==> src/rtl/refmode_pkg.sv <==
package refmode_pkg;
  localparam int RM_NREF   = 6;
  localparam int RM_PRIO_W = 4;
  localparam int RM_CODE_W = 4;
  localparam int RM_PIN_W  = RM_CODE_W - 1;
  localparam int RM_IDX_W  = $clog2(RM_NREF + 1);

  typedef enum logic [1:0] {
    ST_FREE   = 2'd0,
    ST_SWITCH = 2'd1,
    ST_LOCK   = 2'd2,
    ST_HOLD   = 2'd3
  } rm_state_e;

  typedef enum logic [1:0] {
    CMD_FREE = 2'd0,
    CMD_HOLD = 2'd1,
    CMD_REF  = 2'd2
  } cmd_kind_e;

  typedef struct packed {
    cmd_kind_e             kind;
    logic [RM_IDX_W-1:0]   ref_idx;
  } cmd_t;

  localparam logic [3:0] NIB_FREE   = 4'b1001;
  localparam logic [3:0] NIB_HOLD   = 4'b1000;
  localparam logic [3:0] NIB_SWITCH = 4'b0000;
  localparam logic [3:0] NIB_LOCK   = 4'b0001;
endpackage

==> src/rtl/refmode_decode.sv <==
module refmode_decode
  import refmode_pkg::*;
(
  input  logic [RM_PIN_W-1:0]  pin_code_i,
  input  logic [RM_CODE_W-1:0] reg_code_i,
  input  logic                 use_reg_i,
  output logic                 code_ok_o,
  output cmd_t                 cmd_o
);
  logic [RM_CODE_W-1:0] raw;

  always_comb begin
    raw = use_reg_i ? reg_code_i : {1'b0, pin_code_i};
    // codes with the top bit set are outside the map and ignored
    code_ok_o = (raw[RM_CODE_W-1] == 1'b0);
    cmd_o.kind    = CMD_FREE;
    cmd_o.ref_idx = '0;
    case (raw[2:0])
      3'b000: cmd_o.kind = CMD_FREE;
      3'b011: cmd_o.kind = CMD_HOLD;
      3'b001: begin
        cmd_o.kind    = CMD_REF;
        cmd_o.ref_idx = RM_IDX_W'(1);
      end
      3'b010: begin
        cmd_o.kind    = CMD_REF;
        cmd_o.ref_idx = RM_IDX_W'(2);
      end
      default: begin
        cmd_o.kind    = CMD_REF;
        cmd_o.ref_idx = RM_IDX_W'(raw[1:0]) + RM_IDX_W'(3);
      end
    endcase
  end
endmodule

==> src/rtl/refmode_pick.sv <==
module refmode_pick #(
  parameter int NREF   = 6,
  parameter int PRIO_W = 4,
  parameter int IDX_W  = 3
) (
  input  logic [NREF-1:0]        avail_i,
  input  logic [NREF*PRIO_W-1:0] prio_i,
  output logic [NREF-1:0]        usable_o,
  output logic [IDX_W-1:0]       best_o,
  output logic                   any_o
);
  genvar g;
  generate
    for (g = 0; g < NREF; g++) begin : g_use
      assign usable_o[g] = avail_i[g] && (prio_i[g*PRIO_W +: PRIO_W] != '0);
    end
  endgenerate

  logic [PRIO_W-1:0] best_p;

  always_comb begin
    best_p = '0;
    best_o = '0;
    // strict compare: on equal priority the lower index is kept
    for (int i = 0; i < NREF; i++) begin
      if (usable_o[i] && (prio_i[i*PRIO_W +: PRIO_W] > best_p)) begin
        best_p = prio_i[i*PRIO_W +: PRIO_W];
        best_o = IDX_W'(i + 1);
      end
    end
  end

  assign any_o = |usable_o;
endmodule

==> src/rtl/refmode_hist.sv <==
module refmode_hist (
  input  logic clk,
  input  logic rst_n,
  input  logic hist_ok_i,
  input  logic hist_clr_i,
  output logic hist_eff_o
);
  logic cleared_q;

  always_ff @(posedge clk or negedge rst_n) begin
    if (!rst_n) begin
      cleared_q <= 1'b0;
    end else if (hist_clr_i) begin
      cleared_q <= 1'b1;
    end else if (!hist_ok_i) begin
      cleared_q <= 1'b0;
    end
  end

  assign hist_eff_o = hist_ok_i && !hist_clr_i && !cleared_q;
endmodule

==> src/rtl/refmode_ctrl.sv <==
module refmode_ctrl
  import refmode_pkg::*;
#(
  parameter int NREF   = RM_NREF,
  parameter int PRIO_W = RM_PRIO_W
) (
  input  logic                   clk,
  input  logic                   rst_n,
  input  logic [RM_PIN_W-1:0]    pin_code_i,
  input  logic [RM_CODE_W-1:0]   reg_code_i,
  input  logic                   use_reg_i,
  input  logic [NREF-1:0]        ref_avail_i,
  input  logic [NREF*PRIO_W-1:0] ref_prio_i,
  input  logic                   auto_en_i,
  input  logic                   revert_en_i,
  input  logic                   qual_ok_i,
  input  logic                   qual_fail_i,
  input  logic                   hist_ok_i,
  input  logic                   hist_clr_i,
  output logic [1:0]             state_o,
  output logic [RM_IDX_W-1:0]    ref_o,
  output logic [7:0]             status_o
);
  localparam int IDX_W = RM_IDX_W;

  // reset: asserted asynchronously, released on the clock
  logic [1:0] rst_sync_q;
  logic       rst_sn;

  always_ff @(posedge clk or negedge rst_n) begin
    if (!rst_n) rst_sync_q <= 2'b00;
    else        rst_sync_q <= {rst_sync_q[0], 1'b1};
  end
  assign rst_sn = rst_sync_q[1];

  // sub-blocks
  logic             code_ok;
  cmd_t             cmd_dec;
  logic [NREF-1:0]  usable;
  logic [IDX_W-1:0] best_idx;
  logic             any_usable;
  logic             hist_eff;

  refmode_decode u_dec (
    .pin_code_i (pin_code_i),
    .reg_code_i (reg_code_i),
    .use_reg_i  (use_reg_i),
    .code_ok_o  (code_ok),
    .cmd_o      (cmd_dec)
  );

  refmode_pick #(.NREF(NREF), .PRIO_W(PRIO_W), .IDX_W(IDX_W)) u_pick (
    .avail_i  (ref_avail_i),
    .prio_i   (ref_prio_i),
    .usable_o (usable),
    .best_o   (best_idx),
    .any_o    (any_usable)
  );

  refmode_hist u_hist (
    .clk        (clk),
    .rst_n      (rst_sn),
    .hist_ok_i  (hist_ok_i),
    .hist_clr_i (hist_clr_i),
    .hist_eff_o (hist_eff)
  );

  // state registers
  rm_state_e        st_q, st_d;
  logic [IDX_W-1:0] ref_q, ref_d;
  logic [IDX_W-1:0] lost_q, lost_d;
  cmd_t             cmd_q;
  cmd_t             cmd_cur;
  logic             cmd_chg;
  logic [IDX_W-1:0] tgt_new;

  function automatic logic usable_at(input logic [IDX_W-1:0] idx,
                                     input logic [NREF-1:0] use_v);
    logic r;
    r = 1'b0;
    for (int i = 0; i < NREF; i++) begin
      if (idx == IDX_W'(i + 1)) r = use_v[i];
    end
    return r;
  endfunction

  assign cmd_cur = code_ok ? cmd_dec : cmd_q;
  assign cmd_chg = code_ok && (cmd_dec != cmd_q);

  // target chosen when a reference code is commanded
  always_comb begin
    tgt_new = '0;
    if (cmd_cur.kind == CMD_REF) begin
      if (usable_at(cmd_cur.ref_idx, usable)) tgt_new = cmd_cur.ref_idx;
      else if (auto_en_i && any_usable)       tgt_new = best_idx;
    end
  end

  always_comb begin
    st_d   = st_q;
    ref_d  = ref_q;
    lost_d = lost_q;
    if (cmd_cur.kind == CMD_FREE) begin
      st_d   = ST_FREE;
      ref_d  = '0;
      lost_d = '0;
    end else begin
      case (st_q)
        ST_FREE: begin
          lost_d = '0;
          if (cmd_chg) begin
            if (cmd_cur.kind == CMD_HOLD) begin
              if (hist_eff) st_d = ST_HOLD;
            end else begin
              st_d  = ST_SWITCH;
              ref_d = tgt_new;
            end
          end
        end
        ST_SWITCH: begin
          if (cmd_chg) begin
            lost_d = '0;
            if (cmd_cur.kind == CMD_HOLD) begin
              st_d  = hist_eff ? ST_HOLD : ST_FREE;
              ref_d = '0;
            end else begin
              ref_d = tgt_new;
            end
          end else if (!usable_at(ref_q, usable)) begin
            if (auto_en_i && any_usable) begin
              ref_d = best_idx;
            end else begin
              st_d  = hist_eff ? ST_HOLD : ST_FREE;
              ref_d = '0;
            end
          end else if (qual_fail_i) begin
            st_d  = hist_eff ? ST_HOLD : ST_FREE;
            ref_d = '0;
          end else if (qual_ok_i) begin
            st_d = ST_LOCK;
          end
        end
        ST_LOCK: begin
          if (cmd_chg) begin
            lost_d = '0;
            if (cmd_cur.kind == CMD_HOLD) begin
              st_d  = hist_eff ? ST_HOLD : ST_FREE;
              ref_d = '0;
            end else begin
              st_d  = ST_SWITCH;
              ref_d = tgt_new;
            end
          end else if (!usable_at(ref_q, usable)) begin
            lost_d = ref_q;
            if (auto_en_i && any_usable) begin
              st_d  = ST_SWITCH;
              ref_d = best_idx;
            end else begin
              st_d  = hist_eff ? ST_HOLD : ST_FREE;
              ref_d = '0;
            end
          end else if (revert_en_i && (lost_q != '0) && (lost_q != ref_q) &&
                       usable_at(lost_q, usable)) begin
            st_d   = ST_SWITCH;
            ref_d  = lost_q;
            lost_d = '0;
          end
        end
        default: begin // ST_HOLD
          ref_d = '0;
          if (!hist_eff) begin
            st_d   = ST_FREE;
            lost_d = '0;
          end else if (cmd_chg) begin
            lost_d = '0;
            if (cmd_cur.kind == CMD_REF) begin
              st_d  = ST_SWITCH;
              ref_d = tgt_new;
            end
          end else if (cmd_cur.kind == CMD_REF) begin
            if (revert_en_i && (lost_q != '0) && usable_at(lost_q, usable)) begin
              st_d   = ST_SWITCH;
              ref_d  = lost_q;
              lost_d = '0;
            end else if (usable_at(cmd_cur.ref_idx, usable)) begin
              st_d  = ST_SWITCH;
              ref_d = cmd_cur.ref_idx;
            end
          end
        end
      endcase
    end
  end

  always_ff @(posedge clk or negedge rst_sn) begin
    if (!rst_sn) begin
      st_q          <= ST_FREE;
      ref_q         <= '0;
      lost_q        <= '0;
      cmd_q.kind    <= CMD_FREE;
      cmd_q.ref_idx <= '0;
    end else begin
      st_q   <= st_d;
      ref_q  <= ref_d;
      lost_q <= lost_d;
      if (code_ok) cmd_q <= cmd_dec;
    end
  end

  // outputs
  logic [3:0] nib;
  always_comb begin
    case (st_q)
      ST_FREE:   nib = NIB_FREE;
      ST_HOLD:   nib = NIB_HOLD;
      ST_SWITCH: nib = NIB_SWITCH;
      default:   nib = NIB_LOCK;
    endcase
  end

  assign state_o  = st_q;
  assign ref_o    = ref_q;
  assign status_o = {hist_eff, (st_q == ST_LOCK) ? ref_q : 3'b000, nib};
endmodule

==> config.mk <==
export PLATFORM = sky130hd
export DESIGN_NAME = refmode_ctrl
export DESIGN_NICKNAME = d
export VERILOG_FILES = /design/src/rtl/refmode_pkg.sv /design/src/rtl/refmode_decode.sv /design/src/rtl/refmode_pick.sv /design/src/rtl/refmode_hist.sv /design/src/rtl/refmode_ctrl.sv
export SDC_FILE = /design/constraint.sdc
export NUM_CORES = 1
export LEC_CHECK = 0
export BUFFER_PORTS_ARGS = -buffer_cell sky130_fd_sc_hd__buf_2
export CORE_MARGIN = 2
export CORE_UTILIZATION = 30
export CTS_CLUSTER_SIZE = 10
export DETAILED_ROUTE_END_ITERATION = 16
export GPL_TIMING_DRIVEN = 0
export PLACE_DENSITY_LB_ADDON = 0.2
export SLEW_MARGIN = 20
export SYNTH_ARGS = -nofsm -noshare
export SYNTH_HDL_FRONTEND = slang
export SYNTH_SLANG_ARGS = --single-unit
export TNS_END_PERCENT = 1
==> constraint.sdc <==
create_clock -name clk -period 1.31 [get_ports clk]
set_input_delay 0.131 -clock clk [delete_from_list [all_inputs] [get_ports clk]]
set_output_delay 0.131 -clock clk [all_outputs]
set_load 0.01 [all_outputs]
==> run metrics <==
final setup violation count 16; number of synthesized flops with an enable pin 0; Avg Cell Area, Syn 7.921 um2; register area 402.9 um2; most frequent cells in the layout buf_2 (52), buf_4 (24), inv_1 (23); CP max stage cell or3b_4; sequential share of the synthesized area 0.1416; Async SR Flop Fraction 1.000; CTS sink cnt 16; worst vdd ir 1.534 mV; crit path time final 7.385 ns; Core Box Area 9196 um2; CTS tree yes; Hold Path Class input pin to register; final period utilization 5.637; Leakage 1.700 nW; GP Congestion 0.8502; Slew headroom 0.3662; critical path type input pin to register; antenna cells 0; setup slack after layout -6.075 ns; largest net degree at the start of global routing 15; vias per cell 5.509; area of the multi-input gates 2679 um2; Rows 35; first-pass GRT wire length 14.23 mm; Root Driver clkbuf_8; drt pass-1 iters 4; P_int 0.002387 W; Inst Count DP 525; required time worst endpoint 1.49 ns; RSZ-0062 raised after global routing yes; final wirelength 8.657 mm; Vias 3041; die outline height 101.1 um; Cell variety after synth 83; gate count after technology mapping 357; H-tree depth 1; Arr. time, crit path 7.56 ns; Die Wd 101.1 um; clock buffers created by TritonCTS 3; vias in the first global route 3014; CP dominant cell by count nor2b_4; Routed Antenna Nets 0; DPL Wire Length 6.727 mm; nets 516; total gr overflow 0; power per cell area 1109 nW/um2; outcome finished, violations left; worst-margin pin slew 0.9384 ns; worst skew pair latency 0.24 ns; Starting Density 0.3075; setup TNS -27.07 ns; share of cells above drive strength 1 0.4286; maxcap violations 0; most used flip-flop cell after synthesis dfrtp_1; Final Skew 0.002266 ns; CP Launch Type input pin; Finished Core Util 0.4381; die footprint 10220 um2; Synth Register Bits 16; kind of end point of the critical path register; reg2reg setup slack -1.53 ns; switching part of the total 0.4660; max incr delay on CP 0.36 ns; failing checks negative setup slack; Initial DRC Count 129; final slew viol count 0; number of port buffers 56; power share of the clock group 0.080; area grow syn2layout 42.48%; Fmax 0.1354 GHz; Max FO, Critical Path 5; clock buffer depth 2; IO Pins 59; yosys warns 0; most common cell after layout, fill and taps aside buf_2; initial antenna violation count 0; Comb power frac 0.763; Tot GR Track Use 0.1689; sw power 0.002083 W; Seq pwr share 0.156; fill cell count 908; Cell Area, Synth 2828 um2; final hold viol count 0; CTS clk-pin slew, worst paths 0.06 ns; final cell count without fillers 552; wire per inst 15.68 um; DRC Markers 0
-- metrics by stage --
step | power [W] | hold slack, ns | area [um2] | worst slack (ns)
after floorplan | 0.002648 | -0.1646 | 2914 | -5.977
after global placement | 0.003362 | -0.08230 | 3333 | -7.043
after detailed placement | 0.003383 | -0.08311 | 3333 | -7.133
after CTS | 0.004111 | 0.07484 | 3691 | -6.155
after global routing | 0.004851 | 0.09504 | 4029 | -6.435
final | 0.004469 | 0.08063 | 4029 | -6.075
-- sequential cells by signal, indices dropped and copies added, names as in the netlist --
| name | count |
|---|---|
| lost_q | 3 |
| state_o | 2 |
| cmd_q | 5 |
| u_hist.cleared_q | 1 |
| rst_sync_q | 2 |
| ref_o | 3 |
-- power groups by stage --
stage | Clock (W) | Combinational, W | Sequential (W)
after floorplan | 0 | 0.00196 | 0.000693
after global placement | 0 | 0.00268 | 0.000683
after detailed placement | 0 | 0.00270 | 0.000687
after CTS | 0.000371 | 0.00306 | 0.000683
after global routing | 0.000393 | 0.00374 | 0.000714
final | 0.000358 | 0.00341 | 0.000699
-- metal layers --
metal	part of all wire	wire (um)	global-route usage
met5	0	0	0
met4	0.014	125	0.03950
met3	0.035	305	0.01872
met2	0.48	4171	0.2888
met1	0.47	4054	0.2272
-- layout make-up --
type                       count  area share
timing repair buffer          81      0.1304
clock buffer                   3     0.01025
sequential                    16      0.1000
tap                          111     0.03447
buffer                        14     0.02795
inverter                      31     0.03199
multi-input combinational    296      0.6649
-- cells in the mapped netlist (all sizes together) (7+ instances only) --
cell | count | area share
a21oi | 14 | 0.025
nand2 | 27 | 0.037
dfrtp | 16 | 0.14
a21o | 7 | 0.021
o21a | 7 | 0.019
and2 | 7 | 0.015
o41ai | 7 | 0.032
inv | 30 | 0.040
clkbuf | 8 | 0.011
o21ai | 32 | 0.058
nor2b | 12 | 0.027
nor2 | 17 | 0.023
ha | 27 | 0.12
nand3 | 10 | 0.018
buf | 7 | 0.017
mux2i | 11 | 0.040
-- worst max-delay path, delay by kind of cell --
kind                     cells  cell delay (ns)
AO/OA/AOI/OAI               23             3.95
adder cells (fa/ha/maj)      5             1.11
AND/OR/NAND/NOR              9             1.10
multiplexers                 2             0.65
buffers and inverters        5             0.60
-- cells by family (layout without fill, tap and decap cells) --
logic type      Yosys count  in the layout  synth area share
compound gates          130            130            0.3580
xor+xnor                  8              8           0.02478
fa+ha+maj                27             27            0.1195
buf+inv                  46            129           0.06902
flops                    16             16            0.1416
mux                      17             17           0.06814
other cells               2              3          0.002656
simple gates            111            111            0.2164
-- path summary, 6_finish.rpt --
path,start,endpoint,cells after the start
max in group asynchronous,rst_sync_q[1],state_o[0],0
worst max-delay path,ref_avail_i[0],ref_o[0],44
worst max register to register,lost_q[1],state_o[0],11
worst min register to register,rst_sync_q[1],u_hist.cleared_q,0
min in group asynchronous,rst_n,rst_sync_q[0],2
worst min-delay path,hist_clr_i,u_hist.cleared_q,2
-- what timing repair did --
item	4_1_cts	5_1_grt
pin swaps	21	37
resized for setup	52	62
setup endpoints to repair	19	19
hold endpoints to repair	2	0
hold buffers	1	0
setup buffers	15	9
Note: power is estimated with default switching activity, not from simulation.
